===== src/rtl/conv_seq_ctl.sv =====
module conv_seq_ctl #(
  parameter int FULL_N = 32,
  parameter int ADC_N  = 24,
  parameter int DAC_N  = 8,
  parameter int NBITS  = 13,
  parameter int CNT_W  = 6,
  localparam int BIT_W = $clog2(NBITS)
) (
  input  logic             clk,
  input  logic             rst_n,
  input  logic             run,
  input  logic             cvt_clk,
  input  logic             sync_clk,
  input  logic             cmp_bit,
  output logic [1:0]       mode,
  output logic             mode_ok,
  output logic             smp_stb,
  output logic             step_stb,
  output logic [BIT_W-1:0] step_bit,
  output logic             rx_load,
  output logic             tx_load,
  output logic [NBITS-1:0] tx_word,
  output logic             tx_ok,
  output logic             aout_upd
);
  localparam logic [1:0] M_NONE = 2'd0, M_FULL = 2'd1, M_ADC = 2'd2, M_DAC = 2'd3;

  logic cvt_q, sync_q, armed;
  logic [CNT_W-1:0] cnt, cnt_nxt, last_n;
  logic [1:0] cls, prev_cls, mode_nxt, mode_sel;
  logic [NBITS-1:0] sar;
  logic [BIT_W-1:0] sidx;

  wire cc_rise = cvt_clk & ~cvt_q;
  wire cc_fall = ~cvt_clk & cvt_q;
  wire sy_rise = sync_clk & ~sync_q;
  wire adc_on  = (mode == M_FULL) || (mode == M_ADC);
  wire dac_on  = (mode == M_FULL) || (mode == M_DAC);
  wire adc_sel = (mode_sel == M_FULL) || (mode_sel == M_ADC);
  wire end_rise = cc_rise && !sy_rise && (cnt_nxt == last_n);
  wire in_steps = (cnt != '0) && (cnt <= CNT_W'(NBITS));

  always_comb begin
    cls = M_NONE;
    if (armed) begin
      if (cnt == CNT_W'(FULL_N))     cls = M_FULL;
      else if (cnt == CNT_W'(ADC_N)) cls = M_ADC;
      else if (cnt == CNT_W'(DAC_N)) cls = M_DAC;
    end
  end

  always_comb begin
    case (mode)
      M_FULL:  last_n = CNT_W'(FULL_N);
      M_ADC:   last_n = CNT_W'(ADC_N);
      M_DAC:   last_n = CNT_W'(DAC_N);
      default: last_n = '0;
    endcase
  end

  assign mode_nxt = (cls != M_NONE && cls == prev_cls) ? cls : M_NONE;
  assign mode_sel = sy_rise ? mode_nxt : mode;
  assign cnt_nxt  = sy_rise ? CNT_W'(cc_rise) :
                    (cnt == '1) ? cnt : cnt + CNT_W'(cc_rise);
  assign sidx     = BIT_W'(NBITS - int'(cnt));
  assign mode_ok  = (mode != M_NONE);

  always_ff @(posedge clk or negedge rst_n) begin
    if (!rst_n) begin
      cvt_q <= 1'b0;
      sync_q <= 1'b0;
    end else begin
      cvt_q <= cvt_clk;
      sync_q <= sync_clk;
    end
  end

  always_ff @(posedge clk or negedge rst_n) begin
    if (!rst_n) begin
      cnt <= '0;
      armed <= 1'b0;
      prev_cls <= M_NONE;
      mode <= M_NONE;
      smp_stb <= 1'b0;
      step_stb <= 1'b0;
      step_bit <= '0;
      rx_load <= 1'b0;
      tx_load <= 1'b0;
      aout_upd <= 1'b0;
      tx_ok <= 1'b0;
      tx_word <= '0;
      sar <= '0;
    end else if (!run) begin
      cnt <= '0;
      armed <= 1'b0;
      prev_cls <= M_NONE;
      mode <= M_NONE;
      smp_stb <= 1'b0;
      step_stb <= 1'b0;
      rx_load <= 1'b0;
      tx_load <= 1'b0;
      aout_upd <= 1'b0;
      tx_ok <= 1'b0;
    end else begin
      cnt <= cnt_nxt;
      if (sy_rise) begin
        armed <= 1'b1;
        prev_cls <= cls;
        mode <= mode_nxt;
      end
      smp_stb  <= sy_rise && (mode_nxt == M_FULL || mode_nxt == M_ADC);
      step_stb <= cc_fall && adc_on && in_steps;
      if (cc_fall && adc_on && in_steps) begin
        step_bit <= sidx;
        sar[sidx] <= cmp_bit;
      end
      tx_load  <= end_rise && adc_on;
      aout_upd <= end_rise && dac_on;
      rx_load  <= cc_fall && dac_on && (cnt == last_n);
      if (end_rise && adc_on) tx_word <= sar;
      if (!adc_sel) tx_ok <= 1'b0;
      else if (end_rise && adc_on) tx_ok <= 1'b1;
    end
  end
endmodule



===== config.mk =====
export PLATFORM = sky130hd
export DESIGN_NAME = conv_seq_ctl
export DESIGN_NICKNAME = d
export VERILOG_FILES = /design/src/rtl/conv_seq_ctl.sv
export SDC_FILE = /design/constraint.sdc
export NUM_CORES = 1
export LEC_CHECK = 0
export ABC_AREA = 1
export BUFFER_PORTS_ARGS = -buffer_cell sky130_fd_sc_hd__buf_2
export CAP_MARGIN = 10
export CORE_UTILIZATION = 45
export CTS_CLUSTER_DIAMETER = 30
export CTS_CLUSTER_SIZE = 25
export DETAILED_ROUTE_END_ITERATION = 6
export PLACE_DENSITY_LB_ADDON = 0.15
export SYNTH_ARGS = -nofsm -noshare
export SYNTH_HDL_FRONTEND = slang
export SYNTH_SLANG_ARGS = --single-unit

===== constraint.sdc =====
create_clock -name clk -period 3.27 [get_ports clk]
set_input_delay 0.8175 -clock clk [delete_from_list [all_inputs] [get_ports clk]]
set_output_delay 0.8175 -clock clk [all_outputs]
set_load 0.03 [all_outputs]

## Word-level counts from Yosys, hierarchy flattened

Index checks and enable logic that the tools add are counted.

- Register bits after elaboration: 49
- Bits of input ports: 6
- Output and inout port bits: 26
- Logic and storage cells: 90

- Add/sub/neg operators: 2
- Order comparisons: 3
- Eq/ne operators: 16
- Multiplexer cells: 26
- Bitwise gates (word level): 6
- Reductions and logical operators: 22

Operators with widths:

| kind | number |
|---|---|
| 2-to-1 mux 2 bit | 9 |
| 2-to-1 mux 6 bit | 3 |
| one-hot mux 6 bit (3 select lines) | 1 |
| bitwise mux 13 bit | 1 |
| equality test 6 bit | 2 |
| equality test 6 bit (second input constant) | 2 |
| logical AND 1 bit | 12 |
| 2-to-1 mux 1 bit | 11 |
| equality test 2 bit (second input constant) | 4 |
| adder 6 x 1 -> 6 bit | 1 |
| equality test 2 x 1 -> 1 bit (second input constant) | 3 |
| equality test 6 x 4 -> 1 bit (second input constant) | 1 |
| equality test 6 x 5 -> 1 bit (second input constant) | 1 |
| <= comparator 6 x 4 -> 1 bit (second input constant) | 1 |
| nonzero test 6 bit | 1 |
| less-than comparator 4 x 5 -> 1 bit (second input constant) | 1 |
| demux 1 bit (select 4 bit) | 1 |
| >= comparator 4 x 1 -> 1 bit (second input constant) | 1 |
| logical OR 1 bit | 4 |
| AND reduction 2 bit | 2 |
| nonzero test 2 bit | 2 |
| subtractor 4 bit (first input constant) | 1 |
| bitwise AND 1 bit | 3 |
| != test 3 x 2 -> 1 bit (second input constant) | 1 |
| other kinds (4) | 6 |

## Longest topological paths before layout

- Depth after elaboration: 13
- Depth in mapped cells: 18
- Mapped depth without buffers: 17

## Worst setup path after synthesis

Ideal clock, no wire load.

- Path type: input -> register
- Start: input cvt_clk
- End: register tx_word[0]
- Library setup time: 0.117 ns
- Data arrival time: 2.334 ns
- Required time: 3.153 ns
- Slack: 0.819 ns
- Stages: 13
- Buffers on the path: 1
- Cells stage by stage: nand2_1 > inv_1 > ha_1 > ha_1 > xnor2_1 > nand3_1 > nor2_1 > nand4_2 > nor2_4 > nand3_4 > buf_4 > nand2_1 > nand2_1

- Cells in the longest elaborated chain, start to end: 8
- Elaborated cells on any way between the ends: 9

RTL lines:

| what | line | source |
|---|---|---|
| from (decl) | 12 | `input logic cvt_clk,` |
| bitwise AND 1 bit (*) | 34 | `wire cc_rise = cvt_clk & ~cvt_q;` |
| adder 6 x 1 -> 6 bit | 64 | `(cnt == '1) ? cnt : cnt + CNT_W'(cc_rise);` |
| 2-to-1 mux 6 bit | 64 |  |
| 2-to-1 mux 6 bit | 63 | `assign cnt_nxt = sy_rise ? CNT_W'(cc_rise) :` |
| equality test 6 bit | 40 | `wire end_rise = cc_rise && !sy_rise && (cnt_nxt == last_n);` |
| logical AND 1 bit (*) | 40 |  |
| logical AND 1 bit (*) | 120 | `if (end_rise && adc_on) tx_word <= sar;` |
| AND reduction 2 bit (no source line) (*) | -- |  |
| to (signal assigned) | 120 |  |
| to (decl) | 22 | `output logic [NBITS-1:0] tx_word,` |

Every way passes the cells marked *; elsewhere a longest branch is shown, timed or not.
A chain may end at the register's enable or synchronous reset.

## Worst setup path in the final report

- Start: input cvt_clk
- End: register tx_word[8]

Same word-level chain as after synthesis.

==> flow_metrics.tcl <==
set metrics [dict create \
    via_per_inst 4.827 \
    grt_pass1_wl_um 9045 \
    ys_ff_latch 49 \
    fmax_mhz 398.8 \
    die_y_um 77.28 \
    start_util 0.4659 \
    period_needed_ns 2.507 \
    synth_most_common_cell "nand2_1" \
    die_area_um2 5971 \
    yosysUniqueCellTypes 32 \
    place_congestion 0.8924 \
    io_pins 32 \
    finalSetupViolations 0 \
    cp-end-kind "flop" \
    grt_pass1_vias 2003 \
    final-seq-area_um2 1226 \
    worstPathArrival_ns 2.74 \
    worst_pin_slew_ns 0.8258 \
    start_kind "input port" \
    synth_area_um2 2550 \
    clk_pin_slew_worst_paths_ns 0.09 \
    antenna_found_initial 0 \
    r2r_setup_slack_ns 0.93 \
    crit_path_end "tx_word[8]$_DFFE_PN0P_" \
    grt_max_degree 39 \
    crit_path_max_fanout 17 \
    finClkSkew_ns 0.007480 \
    yosysSeqAreaShare 0.4809 \
    synth_edf_count 0 \
    num-nets-final 361 \
    vias 2013 \
    synthTopCellsByArea "dfrtp_1, nand2_1, inv_1" \
    dp_slack_ns 0.4298 \
    gr-usage-all-layers 0.1911 \
    postSynthNetCount 326 \
    diodes 0 \
    ir_drop_mv 0.1709 \
    num_rows 27 \
    numCtsBuffers 5 \
    ys.flop_type "dfrtp_1" \
    dr.pass1.iters 4 \
    worstSkewPairLatency_ns 0.30 \
    route.detailed.drc 0 \
    final_hold_viol_count 0 \
    cts_root_buf "clkbuf_8" \
    cts_buffer_depth 2 \
    cts.sinks 49 \
    holdWs_ns 0.4692 \
    synth.top_cells.by_count "nand2_1, dfrtp_1, inv_1" \
    hold_buffers 0 \
    outcome "finished clean" \
    h-tree-depth 2 \
    wire_per_inst_um 12.37 \
    drtAntennaViolNets 0 \
    drive_above_1_share 0.1942 \
    hp-class "flop to flop" \
    finalWirelength_um 5157 \
    postCtsSetupRepairBufs 0 \
    criticalPathCategory "input port to flop" \
    fin_crit_sh 0.7668 \
    dp_hpwl_um 3922 \
    multiInputGateArea_um2 1131 \
    rsz0062_at_grt "false" \
    p_leak_uw 0.001614 \
    drt-initial-drc-count 98 \
    worstReg2RegEnd "tx_word[8]$_DFFE_PN0P_" \
    syn-instance-count 310 \
    r2r_cells 11 \
    drv_cap 0 \
    cts_resized 0 \
    core-area_um2 5473 \
    die_w_um 77.28 \
    power_density_nw_per_um2 441.1 \
    ys_async_sr_fraction 1.000 \
    regToRegStartpoint "cnt[0]$_DFF_PN0_" \
    tns_ns 0 \
    finalMaxSlewViolations 0 \
    slew_headroom 0.4495 \
    synth.top_cell.area_share 0.4809 \
    syn_to_final_growth_pct 12.86 \
    port_buffers 31 \
    overflow 0 \
    syn_avg_cell_area_um2 8.226 \
    fin_ws_ns 0.7625 \
    yosysWarnings 0 \
    crit_start "cvt_clk" \
    cts_tree "built" \
    yosysTopAreaCell "dfrtp_1" \
    crit_required_ns 3.50 \
    fillers 551 \
]
[state kept, by name, summed over array words and instances (netlist names)]
signal    count
sar          13
tx_word      13
cnt           6
step_bit      4
mode          2
prev_cls      2
aout_upd      1
armed         1
cvt_q         1
rx_load       1
smp_stb       1
step_stb      1
sync_q        1
tx_load       1
tx_ok         1
[per-stage QoR]
stage | cell area [µm²] | util | total power [µW] | instances
after floorplan | 2550 | - | 801.9 | 310
after detailed placement | 2774 | 0.5069 | 872.1 | 410
after global placement | 2774 | 0.5069 | 868.2 | 410
after global routing | 2878 | 0.5258 | 1336 | 417
final | 2878 | 0.5258 | 1269 | 417
after CTS | 2878 | 0.5258 | 1292 | 417
[how the worst min path moves through the flow]
| stage | slack (ns) | startpoint | end | depth (start not counted) |
|---|---|---|---|---|
| floorplan | 0.44 | sar[0]$_DFFE_PN0P_ | tx_word[0]$_DFFE_PN0P_ | 2 |
| global placement | 0.46 | sar[12]$_DFFE_PN0P_ | tx_word[12]$_DFFE_PN0P_ | 2 |
| detailed placement | 0.46 | sar[12]$_DFFE_PN0P_ | tx_word[12]$_DFFE_PN0P_ | 2 |
| CTS | 0.48 | tx_word[0]$_DFFE_PN0P_ | tx_word[0]$_DFFE_PN0P_ | 2 |
| global route | 0.51 | tx_word[5]$_DFFE_PN0P_ | tx_word[5]$_DFFE_PN0P_ | 2 |
| finish | 0.47 | sar[12]$_DFFE_PN0P_ | tx_word[12]$_DFFE_PN0P_ | 2 |
[power by group]
part | switching, µW | total [µW] | internal (µW)
sequential | 22.5 | 661 | 638
clock | 191 | 413 | 222
combinational | 142 | 196 | 53.9
total | 355 | 1270 | 914
[worst max-delay path: stages]
cell,delay [ns]
buf_2,0.11
nand2_1,0.06
inv_1,0.06
ha_1,0.21
ha_1,0.23
xnor2_1,0.19
nand3_1,0.09
nor2_1,0.17
nand4_2,0.15
nor2_4,0.14
nand3_4,0.19
inv_2,0.21
nand2_1,0.07
nand2_1,0.06
[cells in the final DEF (no fill, tap or decap), types with 2 or more instances in the layout]
master / count
o22ai_1: 5
a21oi_1: 8
o21ai_0: 15
buf_2: 31
inv_2: 5
nand3_2: 2
nand2_1: 92
ha_1: 10
nor2_4: 2
nor2_2: 2
nand4_1: 7
o21ai_1: 4
buf_4: 2
dfrtp_1: 49
nor3_2: 2
nand3_1: 21
inv_1: 35
nand2_2: 8
nor2_1: 25
clkbuf_8: 5
nor3_1: 2
[area by class of cell]
type                    instances  share of cell area
clock buffers                   5             0.02391
multi-input cells             215              0.3930
inverters                      41             0.05435
well taps                      72             0.03130
flip-flops and latches         49              0.4261
clock inverters                 2             0.01217
repair buffers                 33             0.05913
[per-layer routing]
layer	vias up	global-route usage	wire length, µm
met1	901	0.2435	2409
met4	0	0.06604	72
li1	1056	-	-
met5	-	0	0
met3	6	0.03214	185
met2	50	0.3257	2490
[cell families (layout without fill, tap and decap cells)]
kind of cell,after synthesis,count (layout),synth area share
and+or+nand+nor,169,169,0.3165
xor gates and xnor gates,2,2,0.006871
buffers and inverters,46,81,0.07557
adders and majority gates,10,10,0.04907
DFF,49,49,0.4809
AOI/OAI and AO/OA,34,34,0.07115
Note: power is estimated with default switching activity, not from simulation.
